## config.mk

```make
export PLATFORM = sky130hd
export DESIGN_NAME = gcr_reply_decoder
export DESIGN_NICKNAME = d
export VERILOG_FILES = /design/src/rtl/gcr_dec_pkg.sv /design/src/rtl/gcr_run_collector.sv /design/src/rtl/gcr_word_check.sv /design/src/rtl/gcr_reply_decoder.sv
export SDC_FILE = /design/constraint.sdc
export NUM_CORES = 1
export LEC_CHECK = 0
export CORE_ASPECT_RATIO = 0.6
export CORE_UTILIZATION = 69
export CTS_BUF_LIST = sky130_fd_sc_hd__clkbuf_8
export DETAILED_ROUTE_END_ITERATION = 7
export PLACE_DENSITY = 0.85
export SLEW_MARGIN = 40
export SYNTH_ARGS = -nofsm -noshare
export SYNTH_HDL_FRONTEND = slang
export SYNTH_HIERARCHICAL = 1
export SYNTH_SLANG_ARGS = --single-unit
```

## constraint.sdc

```tcl
create_clock -name clk -period 17.4 [get_ports clk]
set_clock_uncertainty 0.2 [all_clocks]
set_input_delay 3.48 -clock clk [delete_from_list [all_inputs] [get_ports clk]]
set_output_delay 3.48 -clock clk [all_outputs]
set_load 0.02 [all_outputs]
```

## src/rtl/gcr_dec_pkg.sv

```systemverilog
package gcr_dec_pkg;

    localparam int FRAME_BITS = 21;
    localparam int GROUP_W    = 5;
    localparam int NIB_W      = 4;
    localparam int GROUPS     = 4;
    localparam int WORD_W     = GROUPS * NIB_W;
    localparam int PAYLOAD_W  = WORD_W - NIB_W;
    localparam int LEN_W      = 6;
    localparam logic [PAYLOAD_W-1:0] INVALID_PAYLOAD = '1;
    localparam logic [NIB_W-1:0]     CSUM_GOOD       = '1;

    typedef logic [FRAME_BITS-1:0] frame_t;
    typedef logic [LEN_W-1:0]      len_t;
    typedef logic [WORD_W-1:0]     word_t;

    typedef struct packed {
        frame_t bits;
        logic   len_ok;
    } frame_res_t;

    function automatic logic [NIB_W-1:0] gcr_lookup(input logic [GROUP_W-1:0] code);
        case (code)
            5'h09: gcr_lookup = 4'd9;
            5'h0A: gcr_lookup = 4'd10;
            5'h0B: gcr_lookup = 4'd11;
            5'h0D: gcr_lookup = 4'd13;
            5'h0E: gcr_lookup = 4'd14;
            5'h0F: gcr_lookup = 4'd15;
            5'h12: gcr_lookup = 4'd2;
            5'h13: gcr_lookup = 4'd3;
            5'h15: gcr_lookup = 4'd5;
            5'h16: gcr_lookup = 4'd6;
            5'h17: gcr_lookup = 4'd7;
            5'h1A: gcr_lookup = 4'd8;
            5'h1B: gcr_lookup = 4'd1;
            5'h1D: gcr_lookup = 4'd4;
            5'h1E: gcr_lookup = 4'd12;
            default: gcr_lookup = 4'd0;
        endcase
    endfunction

    // Append one run: shift by the run length, mark the leading one.
    function automatic frame_t run_append(input frame_t v, input len_t l);
        frame_t sh;
        frame_t mk;
        if (l == '0) begin
            return v;
        end
        sh = (int'(l) >= FRAME_BITS) ? '0 : (v << l);
        mk = (int'(l) > FRAME_BITS)  ? '0 : (frame_t'(1) << (l - len_t'(1)));
        return sh | mk;
    endfunction

    function automatic len_t sat_add(input len_t a, input len_t b);
        logic [LEN_W:0] s;
        s = {1'b0, a} + {1'b0, b};
        return s[LEN_W] ? '1 : s[LEN_W-1:0];
    endfunction

    function automatic logic [NIB_W-1:0] nibble_fold(input word_t w);
        logic [NIB_W-1:0] acc;
        acc = '0;
        for (int g = 0; g < GROUPS; g++) begin
            acc ^= w[g*NIB_W +: NIB_W];
        end
        return acc;
    endfunction

endpackage

```

## src/rtl/gcr_run_collector.sv

```systemverilog
module gcr_run_collector
    import gcr_dec_pkg::*;
#(
    parameter int TW        = 16,
    parameter int SW        = 3,
    parameter int MAX_EDGES = 21
) (
    input  logic          clk,
    input  logic          rst,
    input  logic          start_i,
    input  logic          edge_valid_i,
    input  logic [TW-1:0] edge_time_i,
    input  logic          end_i,
    input  logic [SW-1:0] spb_shift_i,
    output logic          armed_o,
    output logic          fin_o,
    output frame_res_t    res_o
);

    localparam int CNT_W = $clog2(MAX_EDGES + 1);
    localparam logic [TW:0] LEN_SAT = (TW+1)'((1 << LEN_W) - 1);

    logic             armed_q;
    logic [CNT_W-1:0] cnt_q;
    logic [TW-1:0]    ref_q;
    frame_t           val_q;
    len_t             bits_q;
    logic             bad_q;

    logic [TW-1:0] diff_c;
    logic [TW:0]   half_c;
    logic [TW:0]   len_full_c;
    len_t          len_c;
    logic          take_c;
    logic          full_c;
    len_t          pad_c;

    always_comb begin
        diff_c     = edge_time_i - ref_q;
        half_c     = ({{TW{1'b0}}, 1'b1} << spb_shift_i) >> 1;
        len_full_c = ({1'b0, diff_c} + half_c) >> spb_shift_i;
        len_c      = (len_full_c > LEN_SAT) ? '1 : len_full_c[LEN_W-1:0];
        take_c     = armed_q && edge_valid_i && !start_i && !end_i
                     && (cnt_q < CNT_W'(MAX_EDGES));
        full_c     = (bits_q >= len_t'(FRAME_BITS));
        pad_c      = len_t'(FRAME_BITS) - bits_q;
    end

    always_ff @(posedge clk) begin
        if (rst) begin
            armed_q <= 1'b0;
            cnt_q   <= '0;
            ref_q   <= '0;
            val_q   <= '0;
            bits_q  <= '0;
            bad_q   <= 1'b0;
        end else if (start_i) begin
            armed_q <= 1'b1;
            cnt_q   <= '0;
            val_q   <= '0;
            bits_q  <= '0;
            bad_q   <= 1'b0;
        end else if (armed_q && end_i) begin
            armed_q <= 1'b0;
        end else if (take_c) begin
            if (cnt_q == '0) begin
                ref_q <= edge_time_i;
                cnt_q <= cnt_q + CNT_W'(1);
            end else if (!full_c) begin
                ref_q  <= edge_time_i;
                cnt_q  <= cnt_q + CNT_W'(1);
                val_q  <= run_append(val_q, len_c);
                bits_q <= sat_add(bits_q, len_c);
                if (len_c == '0) begin
                    bad_q <= 1'b1;
                end
            end
        end
    end

    always_comb begin
        armed_o      = armed_q;
        fin_o        = armed_q && end_i && !start_i;
        res_o.bits   = (cnt_q != '0 && !full_c) ? run_append(val_q, pad_c) : val_q;
        res_o.len_ok = (cnt_q != '0) && !bad_q
                       && (!full_c || bits_q == len_t'(FRAME_BITS));
    end

    // a full word is frozen against further edges
    p_frozen_when_full_r6: assert property (@(posedge clk) disable iff (rst)
        (take_c && cnt_q != '0 && full_c) |=> ($stable(val_q) && $stable(bits_q)));

    // a zero-length run poisons the capture
    p_zero_run_flags_r8: assert property (@(posedge clk) disable iff (rst)
        (take_c && cnt_q != '0 && !full_c && len_c == '0) |=> bad_q);

    // the reference edge adds no bits
    p_reference_only_r2: assert property (@(posedge clk) disable iff (rst)
        (take_c && cnt_q == '0) |=> (bits_q == '0 && val_q == '0));

endmodule

```

## src/rtl/gcr_word_check.sv

```systemverilog
module gcr_word_check
    import gcr_dec_pkg::*;
(
    input  logic                 clk,
    input  logic                 rst,
    input  logic                 fin_i,
    input  frame_res_t           res_i,
    output logic [PAYLOAD_W-1:0] payload_o,
    output logic                 ok_o,
    output logic                 done_o
);

    word_t word_c;
    logic  ok_c;

    for (genvar g = 0; g < GROUPS; g++) begin : g_group
        assign word_c[g*NIB_W +: NIB_W] = gcr_lookup(res_i.bits[g*GROUP_W +: GROUP_W]);
    end

    assign ok_c = res_i.len_ok && (nibble_fold(word_c) == CSUM_GOOD);

    always_ff @(posedge clk) begin
        if (rst) begin
            payload_o <= INVALID_PAYLOAD;
            ok_o      <= 1'b0;
            done_o    <= 1'b0;
        end else begin
            done_o <= fin_i;
            if (fin_i) begin
                ok_o      <= ok_c;
                payload_o <= ok_c ? word_c[WORD_W-1:NIB_W] : INVALID_PAYLOAD;
            end
        end
    end

    // a rejected frame always carries the invalid code
    p_reject_code_r4: assert property (@(posedge clk) disable iff (rst)
        (done_o && !ok_o) |-> (payload_o == INVALID_PAYLOAD));

endmodule

```

## src/rtl/gcr_reply_decoder.sv

```systemverilog
module gcr_reply_decoder
    import gcr_dec_pkg::*;
#(
    parameter int TW        = 16,
    parameter int SW        = 3,
    parameter int MAX_EDGES = 21
) (
    input  logic                 clk,
    input  logic                 rst,
    input  logic                 start_i,
    input  logic                 edge_valid_i,
    input  logic [TW-1:0]        edge_time_i,
    input  logic                 end_i,
    input  logic [SW-1:0]        spb_shift_i,
    output logic [PAYLOAD_W-1:0] payload_o,
    output logic                 payload_ok_o,
    output logic                 done_o
);

    logic       armed;
    logic       fin;
    frame_res_t res;

    gcr_run_collector #(
        .TW(TW), .SW(SW), .MAX_EDGES(MAX_EDGES)
    ) i_collect (
        .clk(clk), .rst(rst), .start_i(start_i),
        .edge_valid_i(edge_valid_i), .edge_time_i(edge_time_i),
        .end_i(end_i), .spb_shift_i(spb_shift_i),
        .armed_o(armed), .fin_o(fin), .res_o(res)
    );

    gcr_word_check i_check (
        .clk(clk), .rst(rst), .fin_i(fin), .res_i(res),
        .payload_o(payload_o), .ok_o(payload_ok_o), .done_o(done_o)
    );

    // result strobe lasts one cycle
    p_done_single_r9: assert property (@(posedge clk) disable iff (rst)
        done_o |=> !done_o);

    // outputs hold between strobes
    p_result_held_r9: assert property (@(posedge clk) disable iff (rst)
        !done_o |-> ($stable(payload_o) && $stable(payload_ok_o)));

    // a strobe needs an open capture and an end request
    p_done_needs_capture_r10: assert property (@(posedge clk) disable iff (rst)
        done_o |-> $past(armed && end_i && !start_i));

endmodule

```

Word-level counts from Yosys, hierarchy flattened --
Memory sizes are Yosys's and may differ from the RTL's. Cells that the tools add are included.
Cells by class: equality and inequality tests 4, reductions and logical operators 26, multiplexer cells 25, shifts and indexed selects 6, add/sub/neg operators 7, order comparisons 7, bitwise logic cells 9
Operators with widths (number):
- $mux W20 | 5
- $mux W21 | 3
- $mux W16 | 2
- $or A21 B21 Y21 | 1
- $shl A1 B6 Y21 const A | 1
- $shl A21 B6 Y20 | 1
- $shl A21 B6 Y21 | 1
- $or A20 B20 Y20 | 1
- $shl A1 B6 Y20 const A | 1
- $ge A6 B5 Y1 const B | 3
- $add A16 B16 Y17 | 1
- $gt A17 B6 Y1 const B | 1
- $shl A1 B3 Y17 const A | 1
- $shr A17 B3 Y17 | 1
- $sub A16 B16 Y16 | 1
- $gt A6 B5 Y1 const B | 2
- $logic_not A6 Y1 | 2
- $mux W12 | 1
- $mux W6 | 2
- $sub A6 B1 Y6 const B | 2
- $xor A4 B4 Y4 | 3
- $logic_and A1 B1 Y1 | 10
- $mux W1 | 10
- $mux W5 | 2
- 17 further kinds | 26
Storage, ports and cells: output and inout bits 14, memories kept 4, input bits 24, logic and storage cells 97, memory bits (read-only) 512, register bits 64
Memory list:
- (name not given) | depth 32, bits a word 4, rd ports 1, clocked after Yosys merged registers in 0, write ports 0, line gcr_dec_pkg.sv:23 | case (code)
- (name not given) | depth 32, bits a word 4, rd ports 1, clocked after Yosys merged registers in 0, write ports 0, line gcr_dec_pkg.sv:23
- (name not given) | depth 32, bits a word 4, rd ports 1, clocked after Yosys merged registers in 0, write ports 0, line gcr_dec_pkg.sv:23
- (name not given) | depth 32, bits a word 4, rd ports 1, clocked after Yosys merged registers in 0, write ports 0, line gcr_dec_pkg.sv:23

Depth between registers and ports, before layout --
word-level depth 15, mapped depth 30, depth with buffers taken out 28

Cells and area by module --
Netlist, hierarchy kept.
By module, submodules not included:
- gcr_run_collector | seq. area each 1001.0 µm², cells each 1040, times used 1, area each 7379.6 µm²
- gcr_word_check | seq. area each 280.3 µm², cells each 135, times used 1, area each 1162.4 µm²

Least setup slack after synthesis --
No wires, ideal clock.
path type input to register, start in edge_time_i[0], end reg i_collect.bits_q[2], arrival 8898 ps, stages 30, setup slack 8232 ps, buffers on the path 2, cells stage by stage inv_1 ha_1 inv_1 fa_1 a211oi_1 o21ai_1 xor2_1 ha_1 or4_1 o21ai_0 nor2_1 nand4_4 nor3_1 a2111o_1 a21oi_1 or3_1 buf_4 nor2_8 inv_2 buf_2 ha_1 inv_1 fa_1 inv_1 nand3_1 a32o_1 a31oi_1 nor3_1 a31o_2 a21oi_1
Between the ends: word-level cells in the longest chain between the ends 7
RTL lines:
- from (decl) | line gcr_reply_decoder.sv:12 | input logic [TW-1:0] edge_time_i,
- $sub A16 B16 Y16 * | line gcr_run_collector.sv:39 | diff_c = edge_time_i - ref_q;
- $add A16 B16 Y17 * | line gcr_run_collector.sv:41 | len_full_c = ({1'b0, diff_c} + half_c) >> spb_shift_i;
- $shr A17 B3 Y17 * | line gcr_run_collector.sv:41
- $gt A17 B6 Y1 | line gcr_run_collector.sv:42 | len_c = (len_full_c > LEN_SAT) ? '1 : len_full_c[LEN_W-1:0];
- $mux W6 * | line gcr_run_collector.sv:42
- $add A6 B6 Y7 * | line gcr_dec_pkg.sv:57 | s = {1'b0, a} + {1'b0, b};
- $mux W6 * | line gcr_dec_pkg.sv:58 | return s[LEN_W] ? '1 : s[LEN_W-1:0];
- to (signal assigned) | line gcr_run_collector.sv:73 | bits_q <= sat_add(bits_q, len_c);
- to (decl) | line gcr_run_collector.sv:27 | len_t bits_q;
Mark *: on every way between the ends. The rest lies on a longest branch, timed or not. A chain may end at the register's enable or synchronous reset.

Worst setup path after layout --
start in spb_shift_i[0], end reg i_collect.bits_q[2]
Between the ends: word-level cells in the longest chain between the ends 7
RTL lines:
- from (decl) | line gcr_reply_decoder.sv:14 | input logic [SW-1:0] spb_shift_i,
- $shl A1 B3 Y17 | line gcr_run_collector.sv:40 | half_c = ({{TW{1'b0}}, 1'b1} << spb_shift_i) >> 1;
- $add A16 B16 Y17 | line gcr_run_collector.sv:41
- $shr A17 B3 Y17 * | line gcr_run_collector.sv:41
- $gt A17 B6 Y1 | line gcr_run_collector.sv:42
- $mux W6 * | line gcr_run_collector.sv:42
- $add A6 B6 Y7 * | line gcr_dec_pkg.sv:57
- $mux W6 * | line gcr_dec_pkg.sv:58
Marks and branches as above.

==> flow_metrics.tcl <==
set metrics [dict create \
    max_freq_ghz 0.0965 \
    htree_levels 3 \
    vdd_ir_drop_max_mv 0.0361 \
    grt_pass1_vias 7898 \
    swShare_pct 39.7 \
    register_area_um2 1260 \
    period_minus_slack_ps 10370 \
    drc 2 \
    vias 9455 \
    slew_viol_final 0 \
    post-route-util_pct 76.9 \
    ff2ff_path_depth 27 \
    netSwitchingPower_uw 163 \
    endpoint_kind "flop" \
    grt.overflow.total 0 \
    root_buffer "clkbuf_8" \
    p_comb_share_pct 34.8 \
    core_area_um2 11600 \
    powerDensity_nw_per_um2 46.3 \
    viasPerCell 7.28 \
    rrSetupSlack_ps 10340 \
    dpl.hpwl_um 21000 \
    power_leakage_uw 0.00324 \
    port_buffers 37 \
    grt_use_total_pct 44.1 \
    synth_fp_nets 1227 \
    crit_type "input port to flop" \
    multi_input_area_um2 6610 \
    critPathRequiredTime_ps 17500 \
    nets 1204 \
    max-clock-path-buffers 2 \
    fillers 924 \
    cts_resized 0 \
    worstPathArrival_ps 10470 \
    cp-endpoint "i_collect/bits_q[2]" \
    core.rowCount 30 \
    post-cts-setup-buffer-count 0 \
    relSlewSlack_pct 38.4 \
    drtIter0Drc 1743 \
    hold_ws_ps 286 \
    post_drt_wl_per_cell_um 21.4 \
    cts_tree "yes" \
    drt_wl_total_um 27800 \
    rsz0062_at_grt "no" \
    worstReg2RegStart "i_collect/ref_q[0]" \
    detail_route.first_pass.iterations 8 \
    totalPowerFinal_uw 411 \
    gp_congestion 1.10 \
    ios 38 \
    setup_ws_ps 7030 \
    final_cell_mix "122 x nor2_1, 91 x nand2_1, 82 x a21oi_1, 81 x o21ai_0, 63 x dfxtp_1" \
    syn_area_um2 8380 \
    intPower_uw 248 \
    dieArea_um2 12600 \
    pwr-share-clk_pct 29.9 \
    num_antenna_cells 0 \
    ant_nets 0 \
    cts_buffers 9 \
    crit_start "spb_shift_i[0]" \
    worst_slew_pin_slew_ps 917 \
    grt_pass1_wl_um 42800 \
    layout_commonest_cell "nor2_1" \
    pre_cts_slack_ps 6790 \
    r2r-end "i_collect/bits_q[2]" \
    cts-hold-fix-buffers 0 \
    cap_violations 0 \
    antenna_found_initial 0 \
    fin_crit_sh_pct 59.6 \
    syn_area_per_cell_um2 7.25 \
    status "finished, violations left" \
    drive_gt1_share_pct 8.61 \
    cts.sinks 63 \
    hold_viol_final 0 \
    violations "design-rule violations" \
    slowest_stage "clkdlybuf4s50_1" \
    postSynthCellCount 1156 \
    cp-start-kind "input port" \
    worst-path-max-fanout 22 \
    grt_max_degree 41 \
    critPathMostFrequentCell "inv_1" \
    yosys_warnings 6 \
    max_stage_delay_ps 880 \
    start_util_pct 72.5 \
    areaGrowthSynthToFinish_pct 6.12 \
    clk_pin_slew_ps 80 \
    dieHeight_um 87.4 \
    setup_viol 0 \
    clk_latency_ps 370 \
    fin_tns_setup_ps 0 \
    die_width_um 144 \
    power_frac_seq_pct 35.3 \
    hp-class "flop to flop" \
]
==> metal layers <==
layer	global-route usage [%]	vias up	share of wire [%]
li1	-	4270	-
met4	9.09	2	2.1
met5	4.05	-	0.18
met2	53.5	793	36
met3	22.7	93	18
met1	65.5	4297	44
==> worst min path at each step <==
| stage | start | end | depth (start not counted) |
|---|---|---|---|
| 2_1_floorplan | i_collect/bad_q | i_collect/bad_q | 2 |
| 3_3_place_gp | i_check/ok_o | i_check/ok_o | 1 |
| 3_5_place_dp | i_check/ok_o | i_check/ok_o | 1 |
| 4_1_cts | i_check/payload_o[4] | i_check/payload_o[4] | 2 |
| 5_1_grt | i_check/ok_o | i_check/ok_o | 1 |
| 6_report | i_collect/armed_o | i_collect/armed_o | 2 |
==> final cells by class <==
class	instances	share of cell area, %
multi-input cells	959	74.3
inverters	53	2.24
well taps	160	2.25
repair buffers	47	5.01
clock inverters	6	0.506
flip-flops and latches	63	14.2
clock buffers	10	1.55
==> critical path: cells and delay by family <==
family / cells / cell delay (ps)
AO/OA/AOI/OAI: 8 / 2160
adder cells (fa/ha/maj): 4 / 1150
buffers and inverters: 5 / 1820
AND/OR/NAND/NOR: 8 / 1880
==> state kept, by name, indices dropped and copies added (netlist names) <==
signal and count:
i_check/done_o 1, i_collect/cnt_q 5, i_collect/bad_q 1, i_collect/bits_q 6, i_check/ok_o 1, i_collect/ref_q 16
i_check/payload_o 12, i_collect/val_q 20, i_collect/armed_o 1
==> stage by stage <==
step | cells | cell area [µm²]
after floorplan | 1156 | 8380
after global placement | 1281 | 8670
after detailed placement | 1281 | 8690
after CTS | 1297 | 8870
after global routing | 1298 | 8890
final | 1298 | 8890
==> power groups by stage <==
stage	Clock, µW	Sequential (µW)	Combinational, µW
after global placement	0	149	129
after floorplan	0	149	100
after global routing	131	145	150
after detailed placement	0	149	133
final	123	145	143
after CTS	125	145	134
No activity file was read; power rests on OpenSTA's default activity.
